## src/rtl/dsr_pkg.sv

```systemverilog
package dsr_pkg;
  function automatic logic rise_of(input logic prev_v, input logic cur_v);
    return cur_v & ~prev_v;
  endfunction

  function automatic logic fall_of(input logic prev_v, input logic cur_v);
    return prev_v & ~cur_v;
  endfunction
endpackage

```

## src/rtl/dsr_sync.sv

```systemverilog
module dsr_sync #(
  parameter int W = 3,
  parameter int STAGES = 2,
  parameter logic [W-1:0] RST_VAL = '0
) (
  input  logic         clk,
  input  logic         rst_n,
  input  logic [W-1:0] d_in,
  output logic [W-1:0] q_out
);
  logic [W-1:0] st [STAGES];

  always_ff @(posedge clk or negedge rst_n) begin
    if (!rst_n) st[0] <= RST_VAL;
    else        st[0] <= d_in;
  end

  for (genvar i = 1; i < STAGES; i++) begin : g_stage
    always_ff @(posedge clk or negedge rst_n) begin
      if (!rst_n) st[i] <= RST_VAL;
      else        st[i] <= st[i-1];
    end
  end

  assign q_out = st[STAGES-1];
endmodule

```

## src/rtl/dsr_edge.sv

```systemverilog
module dsr_edge #(
  parameter int W = 2,
  parameter logic [W-1:0] RST_VAL = '0
) (
  input  logic         clk,
  input  logic         rst_n,
  input  logic [W-1:0] cur,
  output logic [W-1:0] rise,
  output logic [W-1:0] fall
);
  import dsr_pkg::*;
  logic [W-1:0] prev_q;

  always_ff @(posedge clk or negedge rst_n) begin
    if (!rst_n) prev_q <= RST_VAL;
    else        prev_q <= cur;
  end

  for (genvar i = 0; i < W; i++) begin : g_bit
    assign rise[i] = rise_of(prev_q[i], cur[i]);
    assign fall[i] = fall_of(prev_q[i], cur[i]);
  end
endmodule

```

## src/rtl/dsr_shift.sv

```systemverilog
module dsr_shift #(
  parameter int N = 16
) (
  input  logic         clk,
  input  logic         rst_n,
  input  logic         shift_en,
  input  logic         bit_in,
  output logic [N-1:0] sr_q
);
  function automatic logic [N-1:0] push_bit(input logic [N-1:0] cur, input logic b);
    return {cur[N-2:0], b};
  endfunction

  always_ff @(posedge clk or negedge rst_n) begin
    if (!rst_n)        sr_q <= '0;
    else if (shift_en) sr_q <= push_bit(sr_q, bit_in);
  end
endmodule

```

## src/rtl/dsr_hold.sv

```systemverilog
module dsr_hold #(
  parameter int N = 16
) (
  input  logic         clk,
  input  logic         rst_n,
  input  logic         load,
  input  logic         clash,
  input  logic [N-1:0] sr_in,
  output logic [N-1:0] code_q,
  output logic         pulse_q,
  output logic         err_q
);
  always_ff @(posedge clk or negedge rst_n) begin
    if (!rst_n) begin
      code_q  <= '0;
      pulse_q <= 1'b0;
      err_q   <= 1'b0;
    end else begin
      pulse_q <= load;
      err_q   <= load & clash;
      if (load) code_q <= sr_in;
    end
  end
endmodule

```

## src/rtl/dac_serial_rx.sv

```systemverilog
module dac_serial_rx #(
  parameter int RES_BITS = 16,
  parameter int SYNC_STAGES = 2
) (
  input  logic                clk,
  input  logic                rst_n,
  input  logic                sel_n_pin,
  input  logic                sclk_pin,
  input  logic                sdata_pin,
  output logic [RES_BITS-1:0] dac_code,
  output logic                update_pulse,
  output logic                proto_err
);
  localparam int PINS = 3;
  localparam int P_SEL = 2;
  localparam int P_CLK = 1;
  localparam int P_DAT = 0;
  localparam logic [PINS-1:0] PIN_IDLE = 3'b100;

  logic [PINS-1:0] pins_s;
  logic [1:0]      edge_r;
  logic [1:0]      edge_f;
  logic            cs_hi_w;
  logic            cs_rise_w;
  logic            sclk_rise_w;
  logic            sclk_edge_w;
  logic            shift_en_w;
  logic [RES_BITS-1:0] shift_q;

  dsr_sync #(.W(PINS), .STAGES(SYNC_STAGES), .RST_VAL(PIN_IDLE)) u_sync (
    .clk(clk), .rst_n(rst_n),
    .d_in({sel_n_pin, sclk_pin, sdata_pin}),
    .q_out(pins_s)
  );

  dsr_edge #(.W(2), .RST_VAL(PIN_IDLE[P_SEL:P_CLK])) u_edge (
    .clk(clk), .rst_n(rst_n),
    .cur(pins_s[P_SEL:P_CLK]),
    .rise(edge_r), .fall(edge_f)
  );

  assign cs_hi_w     = pins_s[P_SEL];
  assign cs_rise_w   = edge_r[1];
  assign sclk_rise_w = edge_r[0];
  assign sclk_edge_w = edge_r[0] | edge_f[0];
  assign shift_en_w  = ~cs_hi_w & sclk_rise_w;

  dsr_shift #(.N(RES_BITS)) u_shift (
    .clk(clk), .rst_n(rst_n),
    .shift_en(shift_en_w), .bit_in(pins_s[P_DAT]),
    .sr_q(shift_q)
  );

  dsr_hold #(.N(RES_BITS)) u_hold (
    .clk(clk), .rst_n(rst_n),
    .load(cs_rise_w), .clash(sclk_edge_w),
    .sr_in(shift_q),
    .code_q(dac_code), .pulse_q(update_pulse), .err_q(proto_err)
  );
endmodule

```

## config.mk

```make
export PLATFORM = sky130hd
export DESIGN_NAME = dac_serial_rx
export DESIGN_NICKNAME = d
export VERILOG_FILES = /design/src/rtl/dsr_pkg.sv /design/src/rtl/dsr_sync.sv /design/src/rtl/dsr_edge.sv /design/src/rtl/dsr_shift.sv /design/src/rtl/dsr_hold.sv /design/src/rtl/dac_serial_rx.sv
export SDC_FILE = /design/constraint.sdc
export NUM_CORES = 1
export LEC_CHECK = 0
export CELL_PAD_IN_SITES_DETAIL_PLACEMENT = 1
export CELL_PAD_IN_SITES_GLOBAL_PLACEMENT = 1
export CORE_MARGIN = 2
export CORE_UTILIZATION = 40
export DETAILED_ROUTE_END_ITERATION = 6
export DONT_BUFFER_PORTS = 1
export PLACE_DENSITY = 0.61
export SYNTH_ARGS = -nofsm -noshare
export SYNTH_HDL_FRONTEND = slang
export SYNTH_SLANG_ARGS = --single-unit
```

## constraint.sdc

```tcl
create_clock -name clk -period 1.71 [get_ports clk]
set_clock_uncertainty 0.05 [all_clocks]
set_input_delay 0.342 -clock clk [delete_from_list [all_inputs] [get_ports clk]]
set_output_delay 0.342 -clock clk [all_outputs]
set_load 0.05 [all_outputs]
```

==> impl_metrics.prom <==
# TYPE chip_impl_metric gauge
chip_impl_info{name="outcome",value="finished clean"} 1
chip_impl_metric{name="grt_antenna_before_repair",unit=""} 0
chip_impl_metric{name="synth-seq-area-share",unit=""} 0.671
chip_impl_metric{name="chipHeight",unit="um"} 66.7
chip_impl_metric{name="wire_per_inst",unit="um"} 15.4
chip_impl_metric{name="design.portCount",unit=""} 23
chip_impl_metric{name="power.total",unit="mW"} 2.58
chip_impl_metric{name="cts.hold.buffers_added",unit=""} 3
chip_impl_metric{name="max-slew-margin-rel",unit=""} 0.670
chip_impl_metric{name="grt_max_degree",unit=""} 43
chip_impl_metric{name="routed-via-count",unit=""} 666
chip_impl_metric{name="postRouteWirelength",unit="mm"} 2.17
chip_impl_metric{name="postSynthRegisterBits",unit=""} 42
chip_impl_metric{name="numPortBuffers",unit=""} 0
chip_impl_info{name="holdCritPathClass",value="in2reg"} 1
chip_impl_info{name="critical_path.slowest_cell",value="dfrtp_1"} 1
chip_impl_info{name="ys.flop_type",value="dfrtp_1"} 1
chip_impl_metric{name="final-hold-violation-count",unit=""} 0
chip_impl_info{name="reg_to_reg_start",value="u_edge.prev_q[0]$_DFF_PN0_"} 1
chip_impl_metric{name="drive_above_1_share",unit=""} 0.495
chip_impl_metric{name="first_pass_iters",unit=""} 2
chip_impl_metric{name="fin_ws",unit="ns"} 0.223
chip_impl_info{name="grt_setup_unrepaired",value="no"} 1
chip_impl_metric{name="tightest_slew",unit="ns"} 0.494
chip_impl_info{name="timing.rr.end",value="u_shift.sr_q[15]$_DFFE_PN0P_"} 1
chip_impl_metric{name="post_synthesis_net_count",unit=""} 90
chip_impl_metric{name="detailed_placement_hpwl",unit="mm"} 1.31
chip_impl_metric{name="timing.critical_path.arrival",unit="ns"} 1.60
chip_impl_info{name="ys_top_cells_by_count",value="dfrtp_1 (39), mux2_4 (18), mux2_2 (14)"} 1
chip_impl_metric{name="worst_path_largest_cell_delay",unit="ns"} 0.37
chip_impl_metric{name="yosys_warnings",unit=""} 0
chip_impl_metric{name="synthCells",unit=""} 84
chip_impl_info{name="cp_cell_sequence",value="inv_1 -> ha_1 -> nor2b_2 -> buf_4 -> mux2_2"} 1
chip_impl_metric{name="r2r_setup_slack",unit="ns"} 0.22
chip_impl_info{name="endpoint_kind",value="register"} 1
chip_impl_metric{name="synth.avg_cell_area",unit="um^2"} 18.7
chip_impl_metric{name="numClockSinks",unit=""} 42
chip_impl_metric{name="standard_cell_row_count",unit=""} 22
chip_impl_info{name="netlist.top_cell.by_area",value="dfrtp_1"} 1
chip_impl_metric{name="fin_setup_tns",unit="ns"} 0
chip_impl_metric{name="initial_cell_density_of_the_core",unit=""} 0.423
chip_impl_metric{name="gr-usage-all-layers",unit=""} 0.117
chip_impl_metric{name="viasPerCell",unit=""} 4.72
chip_impl_info{name="yosysMostFrequentCell",value="dfrtp_1"} 1
chip_impl_metric{name="cts_max_level",unit=""} 2
chip_impl_metric{name="final_core_utilization",unit=""} 0.468
chip_impl_metric{name="clock_latency",unit="ns"} 0.28
chip_impl_info{name="grt_busiest_layer",value="met2"} 1
chip_impl_metric{name="portion_of_synthesized_cell_area_occupied_by_the_leading_cell_type",unit=""} 0.621
chip_impl_metric{name="place.detailed.instances",unit=""} 130
chip_impl_metric{name="cts.clk_slew.worst_paths",unit="ns"} 0.07
chip_impl_metric{name="grt.met2_usage",unit=""} 0.178
chip_impl_metric{name="max_freq",unit="MHz"} 673
chip_impl_metric{name="n_antenna_cell",unit=""} 0
chip_impl_metric{name="cts.repair_timing.setup_buffer_count",unit=""} 0
chip_impl_metric{name="syn2layout_area_growth",unit="%"} 10.7
chip_impl_metric{name="leakagePower",unit="nW"} 0.858
chip_impl_metric{name="ys_async_sr_fraction",unit=""} 1.00
chip_impl_metric{name="global_route.overflow_total",unit=""} 0
chip_impl_metric{name="route.detailed.drc",unit=""} 0
chip_impl_metric{name="layout.nets",unit=""} 98
chip_impl_metric{name="final_design_area_no_fill",unit="um^2"} 1740
chip_impl_metric{name="post_cts.resized_instances",unit=""} 0
chip_impl_metric{name="synth_edf_count",unit=""} 0
chip_impl_metric{name="core_area",unit="um^2"} 3720
chip_impl_metric{name="final_setup_violation_count",unit=""} 0
chip_impl_metric{name="cellPowerDensity",unit="nW/um^2"} 1480
chip_impl_metric{name="whs",unit="ns"} 0.0374
chip_impl_metric{name="critical_path_peak_fanout",unit=""} 16
chip_impl_metric{name="fp.dieArea",unit="um^2"} 4450
chip_impl_metric{name="cap_violations",unit=""} 0
chip_impl_metric{name="number_of_cell_instances_on_the_worst_register_to_register_path",unit=""} 5
chip_impl_info{name="holdCritStartpoint",value="sclk_pin"} 1
chip_impl_info{name="tritoncts",value="built"} 1
chip_impl_metric{name="grt_first_pass_wirelength",unit="mm"} 3.76
chip_impl_metric{name="first_global_vias",unit=""} 788
chip_impl_metric{name="layout.cells.non_filler",unit=""} 141
chip_impl_metric{name="worst_hold_path.num_cells",unit=""} 0
chip_impl_info{name="root_buffer",value="clkbuf_8"} 1
chip_impl_metric{name="fp.dieW",unit="um"} 66.7
chip_impl_info{name="synthTopCellsByArea",value="dfrtp_1 (62%), mux2_4 (17%), mux2_2 (10%)"} 1
chip_impl_info{name="worst_setup_start_kind",value="register"} 1
chip_impl_metric{name="cts_max_path_buffers",unit=""} 2
chip_impl_metric{name="global_route.usage.met3",unit=""} 0.0507
chip_impl_metric{name="global_route.usage.met1",unit=""} 0.146
chip_impl_metric{name="worst_vdd_rail_ir_drop",unit="mV"} 0.635
chip_impl_metric{name="yosys.cell_types.count",unit=""} 11
chip_impl_metric{name="fillCellCount",unit=""} 366
chip_impl_info{name="min_to",value="u_sync.st[4]$_DFF_PN0_"} 1
chip_impl_metric{name="min_period",unit="ns"} 1.49
chip_impl_metric{name="wp_data_required",unit="ns"} 1.82
chip_impl_metric{name="slew_violations",unit=""} 0
chip_impl_metric{name="final_min_period_over_clock_period",unit=""} 0.869
chip_impl_info{name="timing_worst_setup_path_type",value="reg2reg"} 1
chip_impl_metric{name="bufs_and_invs_on_worst_path",unit=""} 2
chip_impl_metric{name="place_area",unit="um^2"} 1610
chip_impl_metric{name="place_worst_setup_slack",unit="ns"} 0.219
chip_impl_metric{name="detail-route-antenna-nets",unit=""} 0
chip_impl_info{name="timing.critical_path.max_delay_family",value="flip-flops"} 1
chip_impl_metric{name="syn-cell-area",unit="um^2"} 1570
chip_impl_metric{name="cts_inserted_buffers",unit=""} 5
chip_impl_metric{name="gp_congestion",unit=""} 0.583
chip_impl_metric{name="drt_first_iter_violations",unit=""} 14
[state kept, by name, indices dropped and copies added (netlist names)]
name	flops
u_sync.q_out	3
u_hold.pulse_q	1
u_hold.err_q	1
u_hold.code_q	16
u_edge.prev_q	2
u_shift.sr_q	16
u_sync.st	3
[power breakdown]
group | internal (mW) | leakage (nW) | switching [mW] | total (mW)
registers | 1.18 | 0.539 | 0.468 | 1.65
clock network | 0.325 | 0.0482 | 0.301 | 0.626
logic | 0.220 | 0.270 | 0.0786 | 0.298
total | 1.73 | 0.858 | 0.848 | 2.58
[how the worst max path moves through the flow]
stage,from,endpoint,cells past startpoint
final,u_edge.prev_q[0]$_DFF_PN0_,u_shift.sr_q[15]$_DFFE_PN0P_,5
after global routing,u_edge.prev_q[0]$_DFF_PN0_,u_shift.sr_q[13]$_DFFE_PN0P_,5
after floorplan,u_edge.prev_q[0]$_DFF_PN0_,u_shift.sr_q[0]$_DFFE_PN0P_,6
after CTS,u_edge.prev_q[0]$_DFF_PN0_,u_shift.sr_q[15]$_DFFE_PN0P_,5
after detailed placement,u_edge.prev_q[0]$_DFF_PN0_,u_shift.sr_q[13]$_DFFE_PN0P_,5
after global placement,u_edge.prev_q[0]$_DFF_PN0_,u_shift.sr_q[13]$_DFFE_PN0P_,5
[worst register-to-register path: stages (launching register included)]
cell,delay [ns]
dfrtp_1,0.37
inv_1,0.05
ha_1,0.13
nor2b_2,0.12
buf_4,0.27
mux2_2,0.38
[per-layer routing]
metal  share of wire  wire, um
met5               0         0
met4          0.0060        13
met3           0.052       112
met2            0.47      1010
met1            0.48      1030
[layout by cell type (no fill, tap or decap)]
cell type / instances
mux2_2: 14
nor2b_2: 1
dlygate4sd3_1: 2
clkbuf_1: 1
clkinv_2: 1
dfstp_2: 3
mux2_4: 18
clkbuf_8: 6
inv_1: 2
nor2_1: 1
buf_12: 2
buf_4: 1
dfrtp_1: 39
ha_1: 1
nand2b_1: 1
[area by class of cell]
cell class / instances / area (um^2) / share of cell area
clock inverter: 1 / 5.00 / 0.00288
multi-input combinational: 36 / 459 / 0.264
tap: 48 / 60.1 / 0.0345
sequential: 42 / 1050 / 0.606
inverter: 2 / 7.51 / 0.00431
clock buffer: 7 / 86.3 / 0.0496
timing repair buffer: 5 / 67.6 / 0.0388
[kinds of logic after synthesis]
family	synth area share
flip-flops	0.671
buffers and inverters	0.0390
adder cells (fa/ha/maj)	0.00795
AND/OR/NAND/NOR	0.0103
multiplexers	0.272
Power figures use the tool's default switching activity.
